==> src/rtl/step_pkg.sv <==
package step_pkg;

    // Position index 0..7 stands for positions 1..8
    typedef logic [2:0] pos_t;

    typedef struct packed {
        logic a_en;
        logic a_pol;
        logic b_en;
        logic b_pol;
    } drive_t;

endpackage

==> src/rtl/step_sync.sv <==
module step_sync #(
    parameter int          STAGES  = 2,
    parameter int          WIDTH   = 4,
    parameter logic [WIDTH-1:0] RST_VAL = '0
) (
    input  logic             clk_i,
    input  logic             rst_ni,
    input  logic [WIDTH-1:0] din_i,
    output logic [WIDTH-1:0] dout_o
);

    logic [WIDTH-1:0] pipe_d [STAGES];
    logic [WIDTH-1:0] pipe_q [STAGES];

    always_comb begin
        pipe_d[0] = din_i;
        for (int i = 1; i < STAGES; i++) begin
            pipe_d[i] = pipe_q[i-1];
        end
    end

    always_ff @(posedge clk_i or negedge rst_ni) begin
        if (!rst_ni) begin
            for (int i = 0; i < STAGES; i++) begin
                pipe_q[i] <= RST_VAL;
            end
        end else begin
            for (int i = 0; i < STAGES; i++) begin
                pipe_q[i] <= pipe_d[i];
            end
        end
    end

    assign dout_o = pipe_q[STAGES-1];

endmodule

==> src/rtl/step_edge_qual.sv <==
module step_edge_qual #(
    parameter int MIN_PULSE = 4
) (
    input  logic clk_i,
    input  logic rst_ni,
    input  logic level_i,
    output logic rise_o
);

    localparam int CW = $clog2(MIN_PULSE + 1);

    typedef struct packed {
        logic          lvl;
        logic [CW-1:0] cnt;
        logic          rise;
    } qual_t;

    qual_t st_d, st_q;

    // The filtered level follows the input only after MIN_PULSE
    // consecutive cycles of disagreement.
    always_comb begin
        st_d      = st_q;
        st_d.rise = 1'b0;
        if (level_i != st_q.lvl) begin
            if (st_q.cnt == CW'(MIN_PULSE - 1)) begin
                st_d.lvl  = level_i;
                st_d.cnt  = '0;
                st_d.rise = level_i;
            end else begin
                st_d.cnt = st_q.cnt + 1'b1;
            end
        end else begin
            st_d.cnt = '0;
        end
    end

    always_ff @(posedge clk_i or negedge rst_ni) begin
        if (!rst_ni) begin
            st_q <= '0;
        end else begin
            st_q <= st_d;
        end
    end

    assign rise_o = st_q.rise;

endmodule

==> src/rtl/step_pos_core.sv <==
module step_pos_core
    import step_pkg::*;
#(
    parameter int GUARD = 16
) (
    input  logic clk_i,
    input  logic rst_ni,
    input  logic step_i,
    input  logic cw_i,
    input  logic half_i,
    input  logic home_n_i,
    output pos_t pos_o,
    output logic busy_o
);

    localparam int GW = $clog2(GUARD + 1);

    typedef struct packed {
        pos_t          pos;
        logic [GW-1:0] guard;
    } core_t;

    core_t st_d, st_q;
    pos_t  inc;

    always_comb begin
        if (half_i) begin
            inc = cw_i ? pos_t'(1) : pos_t'(7);
        end else begin
            inc = cw_i ? pos_t'(2) : pos_t'(6);
        end

        st_d = st_q;
        if (!home_n_i) begin
            st_d.pos   = '0;
            st_d.guard = GW'(GUARD);
        end else if (st_q.guard != '0) begin
            st_d.guard = st_q.guard - 1'b1;
        end else if (step_i) begin
            st_d.pos = st_q.pos + inc;
        end
    end

    always_ff @(posedge clk_i or negedge rst_ni) begin
        if (!rst_ni) begin
            st_q.pos   <= '0;
            st_q.guard <= GW'(GUARD);
        end else begin
            st_q <= st_d;
        end
    end

    assign pos_o  = st_q.pos;
    assign busy_o = (st_q.guard != '0);

endmodule

==> src/rtl/step_drive_decode.sv <==
module step_drive_decode
    import step_pkg::*;
(
    input  pos_t   pos_i,
    output drive_t drv_o
);

    always_comb begin
        unique case (pos_i)
            3'd0:    drv_o = '{a_en: 1'b1, a_pol: 1'b1, b_en: 1'b1, b_pol: 1'b1};
            3'd1:    drv_o = '{a_en: 1'b0, a_pol: 1'b0, b_en: 1'b1, b_pol: 1'b1};
            3'd2:    drv_o = '{a_en: 1'b1, a_pol: 1'b0, b_en: 1'b1, b_pol: 1'b1};
            3'd3:    drv_o = '{a_en: 1'b1, a_pol: 1'b0, b_en: 1'b0, b_pol: 1'b0};
            3'd4:    drv_o = '{a_en: 1'b1, a_pol: 1'b0, b_en: 1'b1, b_pol: 1'b0};
            3'd5:    drv_o = '{a_en: 1'b0, a_pol: 1'b0, b_en: 1'b1, b_pol: 1'b0};
            3'd6:    drv_o = '{a_en: 1'b1, a_pol: 1'b1, b_en: 1'b1, b_pol: 1'b0};
            default: drv_o = '{a_en: 1'b1, a_pol: 1'b1, b_en: 1'b0, b_pol: 1'b0};
        endcase
    end

endmodule

==> src/rtl/step_phase_gen.sv <==
module step_phase_gen
    import step_pkg::*;
#(
    parameter int SYNC_STAGES = 2,
    parameter int MIN_PULSE   = 4,
    parameter int GUARD       = 16
) (
    input  logic clk_i,
    input  logic rst_ni,
    input  logic step_clk_i,
    input  logic cw_i,
    input  logic half_i,
    input  logic home_ni,
    output logic a_en_o,
    output logic a_pol_o,
    output logic b_en_o,
    output logic b_pol_o
);

    logic [3:0] raw_in, synced;
    logic       step_go;
    logic       guard_busy;
    logic       home_n_s;
    pos_t       pos;
    drive_t     drv;

    assign raw_in   = {step_clk_i, cw_i, half_i, home_ni};
    assign home_n_s = synced[0];

    step_sync #(
        .STAGES  (SYNC_STAGES),
        .WIDTH   (4),
        .RST_VAL (4'b0000)
    ) i_sync (
        .clk_i  (clk_i),
        .rst_ni (rst_ni),
        .din_i  (raw_in),
        .dout_o (synced)
    );

    step_edge_qual #(
        .MIN_PULSE (MIN_PULSE)
    ) i_qual (
        .clk_i   (clk_i),
        .rst_ni  (rst_ni),
        .level_i (synced[3]),
        .rise_o  (step_go)
    );

    step_pos_core #(
        .GUARD (GUARD)
    ) i_core (
        .clk_i    (clk_i),
        .rst_ni   (rst_ni),
        .step_i   (step_go),
        .cw_i     (synced[2]),
        .half_i   (synced[1]),
        .home_n_i (home_n_s),
        .pos_o    (pos),
        .busy_o   (guard_busy)
    );

    step_drive_decode i_dec (
        .pos_i (pos),
        .drv_o (drv)
    );

    assign a_en_o  = drv.a_en;
    assign a_pol_o = drv.a_pol;
    assign b_en_o  = drv.b_en;
    assign b_pol_o = drv.b_pol;

endmodule

==> config.mk <==
export PLATFORM = sky130hd
export DESIGN_NAME = step_phase_gen
export DESIGN_NICKNAME = d
export VERILOG_FILES = /design/src/rtl/step_pkg.sv /design/src/rtl/step_sync.sv /design/src/rtl/step_edge_qual.sv /design/src/rtl/step_pos_core.sv /design/src/rtl/step_drive_decode.sv /design/src/rtl/step_phase_gen.sv
export SDC_FILE = /design/constraint.sdc
export NUM_CORES = 1
export LEC_CHECK = 0
export BUFFER_PORTS_ARGS = -buffer_cell sky130_fd_sc_hd__buf_2
export CORE_ASPECT_RATIO = 0.8
export CORE_UTILIZATION = 35
export CTS_CLUSTER_DIAMETER = 50
export CTS_CLUSTER_SIZE = 25
export DETAILED_ROUTE_END_ITERATION = 10
export SETUP_SLACK_MARGIN = 0.2
export SYNTH_ARGS = -nofsm -noshare
export SYNTH_HDL_FRONTEND = slang
export SYNTH_HIERARCHICAL = 1
export SYNTH_SLANG_ARGS = --single-unit
==> constraint.sdc <==
create_clock -name clk_i -period 1.7 [get_ports clk_i]
set_input_delay 0.34 -clock clk_i [delete_from_list [all_inputs] [get_ports clk_i]]
set_output_delay 0.34 -clock clk_i [all_outputs]
set_load 0.02 [all_outputs]
; Word-level counts from Yosys, hierarchy flattened
; Index checks and enable logic that the tools add are counted.
[classes]
mux = 12
n_reduce_logical = 4
eq_ne = 11
addsub = 3
[op_table]
columns = operator, count
row1 = $pmux W4 S7, 1
row2 = $mux W3, 7
row3 = $eq A3 B2 Y1 const B, 3
row4 = $eq A3 B3 Y1 const B, 3
row5 = $mux W8, 1
row6 = $mux W5, 1
row7 = $reduce_bool A5 Y1, 1
row8 = $sub A5 B1 Y5 const B, 1
row9 = $ne A2 B2 Y1 const B, 2
row10 = $reduce_and A2 Y1, 2
row11 = $add A3 B1 Y3 const B, 1
row12 = $add A3 B3 Y3, 1
row13 = $eq A3 B1 Y1 const B, 1
row14 = $logic_not A3 Y1, 1
row15 = $mux W1, 2
row16 = $ne A2 B1 Y1 const B, 1
row17 = $ne A1 B1 Y1, 1
[word_totals]
out_inout_bits = 4
in_bits = 6
word_cells = 37
regBits = 21

; Depth between registers and ports, before layout
; Gate-level depths: netlist (run 1).
[logic_depth]
ltp_word = 6
mapped_depth = 6
mapped_depth_nobuf = 6

; By module
; Netlist (run 1), hierarchy kept.
[by_module_without_submodules]
columns = mod, area_per_inst_um2, seq_area_each_um2, instances, cells_per_inst
row1 = step_pos_core, 485.5, 201.4, 1, 49
row2 = step_edge_qual, 206.4, 125.1, 1, 13
row3 = step_sync, 200.2, 200.2, 1, 8
row4 = step_drive_decode, 32.5, 0.0, 1, 5

; Worst setup path after synthesis (run 1)
; No wires, ideal clock.
[synth_timing]
kind = register -> register
from = reg i_sync.pipe_q (netlist bit i_sync/dout_o[1])
to = reg, netlist name i_core/pos_o[2]
setup_time_ns = 0.079
arrival_time_ns = 1.392
path_stages_with_launch = 6
path_slack_ns = 0.229
required_time_ns = 1.621
period_less_slack_ns = 1.471
n_path_buf = 0
cell_sequence = dfrtp_1 -> ha_1 -> fa_1 -> xor2_1 -> nor3_2 -> mux2i_1
[synth_between]
elab_chain_len = 5
[synth_lines]
columns = element, line
row1 = "start, declared", step_sync.sv:13  ; logic [WIDTH-1:0] pipe_q [STAGES];
row2 = "start signal, assigned by index", step_sync.sv:29  ; pipe_q[i] <= pipe_d[i];
row3 = $mux W3, step_pos_core.sv:27  ; if (half_i) begin
row4 = $add A3 B3 Y3, step_pos_core.sv:40  ; st_d.pos = st_q.pos + inc;
row5 = $mux W3, step_pos_core.sv:39  ; end else if (step_i) begin
row6 = $mux W3, step_pos_core.sv:37  ; end else if (st_q.guard != '0) begin
row7 = $mux W8, step_pos_core.sv:34  ; if (!home_n_i) begin
; No other way between the ends. The select of a mux whose other input is x is not followed.
; A chain may end at the register's enable or synchronous reset.

; Final worst setup path (run 1)
[layout_timing]
from = reg, netlist name i_core/pos_o[1]
to = out a_pol_o
[layout_between]
elab_chain_len = 2
word_cells_on_any_way = 8
classes_between = eq/ne: 6 / mux: 1 / reduce/logical: 1
[layout_lines]
columns = element, line
row1 = "$eq A3 B3 Y1, or another cell as far along", step_drive_decode.sv:9  ; unique case (pos_i)
row2 = $pmux W4 S7 (*), step_drive_decode.sv:9
row3 = "end, declared", step_phase_gen.sv:15  ; output logic a_pol_o,
; Mark *: on every way between the ends. The rest lies on a longest branch, timed or not.

==> qor.txt, run 1 <==
sink of the worst hold path: i_sync/pipe_d[2]$_DFF_PN0_
Worst setup SP type: flip-flop
Die Wd: 59.47 um
asr flop ratio synth: 1.000
multi-input logic area: 382.9 sq um
CP max FO: 7
normalized max-slew margin: 0.6890
GRT Residual Overflow: 0
row count: 16
cells along the critical path: nor3_2 -> a21o_1 -> buf_6
Total Wirelength: 1397 um
Post-DP Area: 1007 sq um
Die Y: 47.97 um
CTS H-Tree Depth: 1
EDFF count, synth: 0
# clock sinks: 21
syn_nets: 86
layout cell share with drive strength beyond 1: 0.3736
CP peak stage delay: 0.48 ns
Yosys cell types: 28
post-route setup slack: 0.1939 ns
Setup Skew: 0.0005880 ns
Final Critical Period: 1.506 ns
Hold Violations, Final: 0
PortBufs: 9
DR iter-0 viols: 27
CP top delay family: flip-flops
synth-to-layout area growth: 20.03%
post-synthesis sequential area ratio: 0.5697
number of global-route vias before repair: 508
vias per inst: 4.433
Setup crit end kind: output pin
post-route cell area: 1110 sq um
status: finished, final reports clean
clk_lat worst skew: 0.30 ns
core footprint: 2482 sq um
commonest non-fill, non-tap cell in the layout: dfrtp_1
Worst path slowest cell: dfrtp_2
cells on worst reg2reg path: 5
Hold Crit Start: cw_i
largest net degree at the start of global routing: 22
initial core utilization: 0.3725
Final setup viols: 0
Hold Path Stages: 1
achievable frequency: 663.9 MHz
Clock Pin Slew Worst Setup and Hold Paths: 0.12 ns
Top FF cell, synth: dfrtp_1
Worst Path Arrival: 1.17 ns
Slew @ Worst Pin: 0.4665 ns
Final Net Count: 103
TritonRoute pass-1 iters: 4
PD cells: 1233 nW/um^2
number of max-cap violations: 0
Critical Path RT: 1.36 ns
Avg WL per Cell: 11.00 um
Synth Instances: 75
worst vdd ir: 0.6318 mV
synthesized flop and latch total: 21
Worst R2R Start: i_core/pos_o[0]$_DFFE_PN0P_
worst hold slack: 0.1338 ns
overall power: 0.001368 W
Tcrit/Tclk final: 0.8860
total CTS buffers: 3
Filler Cell Count: 245
# DRC: 0
initial antenna violation count: 0
GR Util All Layers: 0.1089
TritonCTS clock tree: yes
commonest non-fill, non-tap cells in the layout: dfrtp_1 (19), buf_2 (7), nand2_1 (5), buf_4 (5)
mean area per synthesized cell: 12.33 sq um
ANT cells: 0
dpl hpwl: 966.1 um
Worst Path Buf+Inv: 1
die area: 2853 sq um
terminus of the critical flop-to-flop path: i_core/pos_o[2]$_DFFE_PN0P_
Setup Total Neg Slack: 0 ns
Max Slew Vio Count: 0
Post-Syn Area: 924.6 sq um
global-route wire length before repair: 2173 um
post-route antenna net violation count: 0
storage element area: 528.0 sq um
GPL Wtd Cong: 0.7363
via count: 563
Ys Warns: 6
critical path type: reg2out
Post-Place Worst Slack: 0.1432 ns
Top Ports: 10
Leak Pwr: 0.4817 nW
Root Buffer Master: clkbuf_4
hold crit path type: in2reg
r2r setup slk: 0.21 ns
RSZ-0062 raised after global routing: yes
Clock Path Buffers: 2
## Yosys cell counts (2+ instances only)
master / instances / share of area
a21oi_1: 5 / 0.027
nor2_1: 4 / 0.016
mux2i_1: 2 / 0.022
inv_1: 4 / 0.016
nand3_1: 2 / 0.011
nand2_1: 5 / 0.020
dfrtp_1: 20 / 0.54
or3_1: 2 / 0.014
nand2b_1: 3 / 0.020
nor3_2: 2 / 0.022
nor3b_1: 2 / 0.016
nor3_1: 2 / 0.011
o21ai_0: 2 / 0.011
buf_4: 3 / 0.024
ha_1: 4 / 0.054
## power by group
group          total [W]  switching, W  internal [W]
clock network   0.000243      0.000154     0.0000895
logic           0.000431      0.000190      0.000241
registers       0.000694     0.0000909      0.000603
total            0.00137      0.000435      0.000933
## how the worst max path moves through the flow
stage                                            from                     endpoint  slack, ns  cells after the start
after floorplan            i_sync/dout_o[1]$_DFF_PN0_  i_core/pos_o[2]$_DFFE_PN0P_       0.23                      5
after global placement     i_sync/dout_o[1]$_DFF_PN0_  i_core/pos_o[2]$_DFFE_PN0P_       0.21                      5
after detailed placement   i_sync/dout_o[1]$_DFF_PN0_  i_core/pos_o[2]$_DFFE_PN0P_       0.14                      5
after CTS                 i_core/pos_o[0]$_DFFE_PN0P_                      a_pol_o       0.18                      4
after global routing      i_core/pos_o[0]$_DFFE_PN0P_                      a_pol_o       0.14                      4
final                     i_core/pos_o[1]$_DFFE_PN0P_                      a_pol_o       0.19                      3
## per-layer routing
layer,wire (um),global-route usage
met1,655,0.1319
met4,0,0.004762
met2,666,0.1843
met5,0,0
met3,74,0.05676
## cell families after synthesis
logic type,synth area share
DFF,0.5697
buffers and inverters,0.04464
AOI/OAI and AO/OA,0.05413
adders and majority gates,0.07578
and+or+nand+nor,0.2030
muxes,0.03383
xor gates and xnor gates,0.01895
## flip-flops by register name, summed over array words and instances, names as in the netlist
register / count
i_sync/dout_o: 4
i_sync/pipe_d: 4
i_core/pos_o: 3
i_qual/rise_o: 1
i_core/st_q: 5
i_qual/st_q: 4
## cell type report
type | count | share of cell area
repair buffers | 15 | 0.09470
inverters | 5 | 0.01691
clock inverters | 1 | 0.006764
flip-flops and latches | 21 | 0.4758
clock buffers | 3 | 0.02029
well taps | 36 | 0.04059
multi-input cells | 46 | 0.3450
## worst reg2reg max path, delay by kind of cell (launching register included)
kind	cells	cell delay [ns]
mux	1	0.19
xor+xnor	1	0.17
fa+ha+maj	2	0.53
flops	1	0.41
simple gates	1	0.12
## repair_timing
action                                 4_1_cts  5_1_grt
endpoints found under the hold margin       20        0
pin swaps                                    2        1
buffers inserted                             1        2
hold buffers                                 1        0
gates resized for setup                      7        5
setup endpoints to repair                    3        6
## stage by stage
stage	util	std cells
3_5_place_dp	0.4057	119
5_1_grt	0.4471	127
2_1_floorplan	-	75
6_report	0.4471	127
4_1_cts	0.4325	125
3_3_place_gp	0.4057	119
No activity file was read; power rests on OpenSTA's default activity.
==> run 2: changes to the inputs <==
--- a/config.mk
+++ b/config.mk
@@ -9,8 +9,8 @@
 export CORE_ASPECT_RATIO = 0.8
 export CORE_UTILIZATION = 35
 export CTS_CLUSTER_DIAMETER = 50
-export CTS_CLUSTER_SIZE = 25
 export DETAILED_ROUTE_END_ITERATION = 10
+export RECOVER_POWER = 100
 export SETUP_SLACK_MARGIN = 0.2
 export SYNTH_ARGS = -nofsm -noshare
 export SYNTH_HDL_FRONTEND = slang
==> qor.txt, run 2 (same netlist as run 1, synthesis figures left out) <==
Worst Path Arrival: 1.21 ns (was 1.17 ns)
Slew @ Worst Pin: 0.4557 ns (was 0.4665 ns)
sink of the worst hold path: i_sync/pipe_d[2]$_DFF_PN0_ (unchanged)
TritonRoute pass-1 iters: 2 (was 4)
CP max FO: 7 (unchanged)
# DRC: 0 (unchanged)
Leak Pwr: 0.4773 nW (was 0.4817 nW)
r2r setup slk: 0.19 ns (was 0.21 ns)
GRT Residual Overflow: 0 (unchanged)
Tcrit/Tclk final: 0.9096 (was 0.8860)
DR iter-0 viols: 17 (was 27)
Clock Pin Slew Worst Setup and Hold Paths: 0.12 ns (about the same)
terminus of the critical flop-to-flop path: i_core/st_q[3]$_DFFE_PN0P_ (was i_core/pos_o[2]$_DFFE_PN0P_)
largest net degree at the start of global routing: 22 (unchanged)
GR Util All Layers: 0.1089 (unchanged)
Setup Total Neg Slack: 0 ns (unchanged)
Clock Path Buffers: 2 (unchanged)
initial antenna violation count: 0 (unchanged)
Die Y: 47.97 um (unchanged)
hold crit path type: in2reg (unchanged)
cells along the critical path: nor3_1 -> a21o_1 -> buf_6 (was nor3_2 -> a21o_1 -> buf_6)
GR Layer Usage met3: 0.05676 (unchanged)
achievable frequency: 646.7 MHz (was 663.9 MHz)
PD cells: 1237 nW/um^2 (was 1233 nW/um^2)
Final setup viols: 0 (unchanged)
worst vdd ir: 0.6304 mV (was 0.6318 mV)
clk_lat worst skew: 0.30 ns (about the same)
met1 usage: 0.1319 (unchanged)
CP peak stage delay: 0.48 ns (about the same)
met2 Usage GRT: 0.1843 (unchanged)
Worst setup SP type: flip-flop (unchanged)
number of global-route vias before repair: 508 (unchanged)
status: finished, final reports clean (unchanged)
row count: 16 (unchanged)
Worst path slowest cell: dfrtp_1 (was dfrtp_2)
post-route antenna net violation count: 0 (unchanged)
Final Critical Period: 1.546 ns (was 1.506 ns)
total CTS buffers: 3 (unchanged)
max reg flops: 5 (unchanged)
CP top delay family: flip-flops (unchanged)
synth-to-layout area growth: 16.10% (was 20.03%)
core footprint: 2482 sq um (unchanged)
Finished Core Util: 0.4325 (was 0.4471)
RSZ-0062 raised after global routing: yes (unchanged)
cells on worst reg2reg path: 6 (was 5)
normalized max-slew margin: 0.6962 (was 0.6890)
Avg WL per Cell: 11.02 um (was 11.00 um)
number of max-cap violations: 0 (unchanged)
TritonCTS clock tree: yes (unchanged)
PortBufs: 9 (unchanged)
GPL Wtd Cong: 0.7363 (unchanged)
Top reg by flops: i_core/st_q (unchanged)
Critical Path RT: 1.36 ns (about the same)
# clock sinks: 21 (unchanged)
Worst Path Buf+Inv: 1 (unchanged)
GRT Max-Usage Layer: met2 (unchanged)
CTS H-Tree Depth: 1 (unchanged)
Setup crit end kind: output pin (unchanged)
vias per inst: 4.441 (was 4.433)
Max Slew Vio Count: 0 (unchanged)
die area: 2853 sq um (unchanged)
layout cell share with drive strength beyond 1: 0.2857 (was 0.3736)
Hold Path Stages: 1 (unchanged)
Hold Crit Start: cw_i (unchanged)
via count: 564 (was 563)
Setup Skew: 0.003207 ns (was 0.0005880 ns)
Top Ports: 10 (unchanged)
commonest non-fill, non-tap cell in the layout: dfrtp_1 (unchanged)
Root Buffer Master: clkbuf_4 (unchanged)
Total Wirelength: 1399 um (was 1397 um)
critical path type: reg2out (unchanged)
Final Net Count: 103 (unchanged)
Die Wd: 59.47 um (unchanged)
dpl hpwl: 966.1 um (unchanged)
Worst R2R Start: i_core/st_q[0]$_DFFE_PN0P_ (was i_core/pos_o[0]$_DFFE_PN0P_)
ANT cells: 0 (unchanged)
initial core utilization: 0.3725 (unchanged)
Hold Violations, Final: 0 (unchanged)
commonest non-fill, non-tap cells in the layout: dfrtp_1 (20), buf_2 (6), clkbuf_4 (5), nand2_1 (5), a21oi_1 (5) (was dfrtp_1 (19), buf_2 (7), nand2_1 (5), buf_4 (5))
global-route wire length before repair: 2173 um (unchanged)
-- run 2: where the power goes --
part	switching [W]	internal, W	total [W]
sequential	0.0000909	0.000603	0.000694
combinational	0.000176	0.000216	0.000392
clock	0.000152	0.0000895	0.000242
-- run 2: per-layer routing --
metal	part of all wire	routed length [um]	vias to the layer above
li1	-	-	281
met2	0.49	681	9
met4	0	0	0
met1	0.46	650	274
met5	0	0	-
met3	0.047	66	0
-- run 2: stage by stage --
stage               worst slack (ns)  power (W)  cell area (sq um)  std cells  hold WS [ns]
floorplan                     0.2285  0.0009612              924.6         75       0.04441
global placement              0.2056   0.001038               1007        119        0.3155
detailed placement            0.1432   0.001053               1007        119        0.3202
CTS                           0.1799   0.001316               1074        125        0.1208
global route                 0.07682   0.001427               1074        127        0.1086
finish                        0.1537   0.001328               1074        127        0.1333
-- run 2: layout make-up --
| type | instances | area, sq um |
|---|---|---|
| tap | 36 | 45.04 |
| multi-input combinational | 46 | 349.1 |
| clock inverter | 1 | 7.507 |
| timing repair buffer | 15 | 103.9 |
| inverter | 5 | 18.77 |
| clock buffer | 3 | 22.52 |
| sequential | 21 | 526.8 |
| fill | 253 | 1409 |
-- run 2: worst reg2reg max path, stage by stage, from the launching register on --
cell and delay, ns:
dfrtp_1 0.38, inv_2 0.06, ha_1 0.21, nor4b_4 0.14, buf_4 0.16, or3_4 0.36, a21oi_1 0.14
-- run 2: what timing repair did --
item,4_1_cts,5_1_grt
setup buffers,1,2
hold endpoints to repair,20,0
hold buffers,1,0
resized for setup,7,5
pin swaps,2,1
setup endpoints to repair,3,6
-- run 2: how the worst max path moves through the flow --
| stage | start | endpoint | depth (start not counted) |
|---|---|---|---|
| after floorplan | i_sync/dout_o[1]$_DFF_PN0_ | i_core/pos_o[2]$_DFFE_PN0P_ | 5 |
| after global placement | i_sync/dout_o[1]$_DFF_PN0_ | i_core/pos_o[2]$_DFFE_PN0P_ | 5 |
| after detailed placement | i_sync/dout_o[1]$_DFF_PN0_ | i_core/pos_o[2]$_DFFE_PN0P_ | 5 |
| after CTS | i_core/pos_o[0]$_DFFE_PN0P_ | a_pol_o | 4 |
| after global routing | i_core/st_q[0]$_DFFE_PN0P_ | i_core/pos_o[2]$_DFFE_PN0P_ | 6 |
| final | i_core/pos_o[1]$_DFFE_PN0P_ | a_pol_o | 3 |
==> run 3: changes to the inputs <==
--- a/config.mk
+++ b/config.mk
@@ -11,7 +11,7 @@
 export CTS_CLUSTER_DIAMETER = 50
 export DETAILED_ROUTE_END_ITERATION = 10
 export RECOVER_POWER = 100
-export SETUP_SLACK_MARGIN = 0.2
+export SETUP_SLACK_MARGIN = 0.05
 export SYNTH_ARGS = -nofsm -noshare
 export SYNTH_HDL_FRONTEND = slang
 export SYNTH_HIERARCHICAL = 1
==> qor.txt, run 3 (same netlist as run 1, synthesis figures left out) <==
commonest non-fill, non-tap cells in the layout: dfrtp_1 (20), nand2_1 (5), a21oi_1 (5), clkbuf_1 (5) (was dfrtp_1 (20), buf_2 (6), clkbuf_4 (5), nand2_1 (5), a21oi_1 (5))
row count: 16 (unchanged)
Clock Pin Slew Worst Setup and Hold Paths: 0.12 ns (about the same)
Max Slew Vio Count: 0 (unchanged)
total CTS buffers: 3 (unchanged)
TritonRoute pass-1 iters: 4 (was 2)
Setup Total Neg Slack: 0 ns (unchanged)
ANT cells: 0 (unchanged)
commonest non-fill, non-tap cell in the layout: dfrtp_1 (unchanged)
Worst path depth: 4 (was 3)
dpl hpwl: 966.1 um (unchanged)
Leak Pwr: 0.4541 nW (was 0.4773 nW)
Slew @ Worst Pin: 1.093 ns (was 0.4557 ns)
Avg WL per Cell: 10.48 um (was 11.02 um)
Total Wirelength: 1299 um (was 1399 um)
achievable frequency: 631.2 MHz (was 646.7 MHz)
global-route wire length before repair: 2111 um (was 2173 um)
clk_lat worst skew: 0.30 ns (about the same)
Worst path slowest cell: dfrtp_1 (unchanged)
# clock sinks: 21 (unchanged)
normalized max-slew margin: 0.2716 (was 0.6962)
DR iter-0 viols: 27 (was 17)
Top Ports: 10 (unchanged)
post-route setup slack: 0.1157 ns (was 0.1537 ns)
Die Y: 47.97 um (unchanged)
Die Wd: 59.47 um (unchanged)
Root Buffer Master: clkbuf_4 (unchanged)
initial core utilization: 0.3725 (unchanged)
Worst Path Buf+Inv: 2 (was 1)
PortBufs: 9 (unchanged)
layout cell share with drive strength beyond 1: 0.1932 (was 0.2857)
number of max-cap violations: 0 (unchanged)
Hold Path Stages: 1 (unchanged)
Critical Path RT: 1.36 ns (about the same)
synth-to-layout area growth: 11.23% (was 16.10%)
GRT Residual Overflow: 0 (unchanged)
RSZ-0062 raised after global routing: no (was yes)
# DRC: 0 (unchanged)
cells along the critical path: buf_4 -> nor3_2 -> a21o_1 -> buf_4 (was nor3_1 -> a21o_1 -> buf_6)
Clock Path Buffers: 2 (unchanged)
post-route antenna net violation count: 0 (unchanged)
status: finished, final reports clean (unchanged)
Final setup viols: 0 (unchanged)
Final Critical Period: 1.584 ns (was 1.546 ns)
Setup crit end kind: output pin (unchanged)
Setup Skew: 0.003466 ns (was 0.003207 ns)
CP peak stage delay: 0.40 ns (was 0.48 ns)
CTS H-Tree Depth: 1 (unchanged)
PD cells: 1227 nW/um^2 (was 1237 nW/um^2)
hold crit path type: in2reg (unchanged)
largest net degree at the start of global routing: 22 (unchanged)
cell mode on critical path: buf_4
GPL Wtd Cong: 0.7363 (unchanged)
number of global-route vias before repair: 491 (was 508)
CP top delay family: flip-flops (unchanged)
Tcrit/Tclk final: 0.9319 (was 0.9096)
vias per inst: 4.444 (was 4.441)
Final Net Count: 100 (was 103)
Top reg by flops: i_core/st_q (unchanged)
cells on worst reg2reg path: 5 (was 6)
worst vdd ir: 0.6299 mV (was 0.6304 mV)
initial antenna violation count: 0 (unchanged)
Worst Path Arrival: 1.24 ns (was 1.21 ns)
critical path type: reg2out (unchanged)
CP max FO: 5 (was 7)
max reg flops: 5 (unchanged)
core footprint: 2482 sq um (unchanged)
via count: 551 (was 564)
Post-Place Worst Slack: 0.1432 ns (unchanged)
Worst setup SP type: flip-flop (unchanged)
die area: 2853 sq um (unchanged)
GR Util All Layers: 0.1060 (was 0.1089)
worst hold slack: 0.1339 ns (was 0.1333 ns)
Hold Violations, Final: 0 (unchanged)
TritonCTS clock tree: yes (unchanged)
-- run 3: changes by cell type in the layout (fill, tap and decap cells not counted), moves of 2 or more --
cell / delta
buf_2: -2
buf_6: -2
clkbuf_1: +4
clkbuf_4: -2
-- run 3: power by group --
| group | total [W] | internal, W | switching, W |
|---|---|---|---|
| clock network | 0.000241 | 0.0000895 | 0.000152 |
| logic | 0.000330 | 0.000172 | 0.000158 |
| registers | 0.000691 | 0.000603 | 0.0000883 |
| total | 0.00126 | 0.000864 | 0.000398 |
-- run 3: stage by stage --
stage                       util  instances  total power (W)  area (sq um)
after floorplan                -         75        0.0009612         924.6
after global placement    0.4057        119         0.001038          1007
after detailed placement  0.4057        119         0.001053          1007
after CTS                 0.4219        124         0.001303          1047
after global routing      0.4143        124         0.001365          1028
final                     0.4143        124         0.001262          1028
-- run 3: timing repair --
| action | 4_1_cts | 5_1_grt |
|---|---|---|
| endpoints found under the setup margin | 0 | 1 |
| gates resized for setup | 0 | 1 |
| hold buffers | 1 | 0 |
| setup buffers | 0 | 0 |
| endpoints found under the hold margin | 20 | 0 |
-- run 3: worst paths after layout --
check	startpoint	end	slack (ns)
max	i_core/pos_o[0]$_DFFE_PN0P_	a_pol_o	0.12
min	cw_i	i_sync/pipe_d[2]$_DFF_PN0_	0.13
max reg2reg	i_sync/dout_o[1]$_DFF_PN0_	i_core/pos_o[2]$_DFFE_PN0P_	0.14
min reg2reg	i_sync/pipe_d[1]$_DFF_PN0_	i_sync/dout_o[1]$_DFF_PN0_	0.36
max in group asynchronous	rst_ni	i_core/pos_o[1]$_DFFE_PN0P_	0.31
min in group asynchronous	rst_ni	i_core/st_q[0]$_DFFE_PN0P_	0.75
-- run 3: cell type report --
type,count,area (sq um)
fillers,262,1454
clock buffers,3,22.52
multi-input cells,46,344.1
flip-flops and latches,21,526.8
repair buffers,12,63.81
inverters,5,18.77
well taps,36,45.04
clock inverters,1,7.507
-- run 3: per-layer routing --
layer  share of wire  GRT usage  vias to the layer above
met3           0.045    0.05676                        0
li1                -          -                      274
met5               0          0                        -
met1            0.45     0.1285                      269
met4               0   0.009524                        0
met2            0.50     0.1753                        8
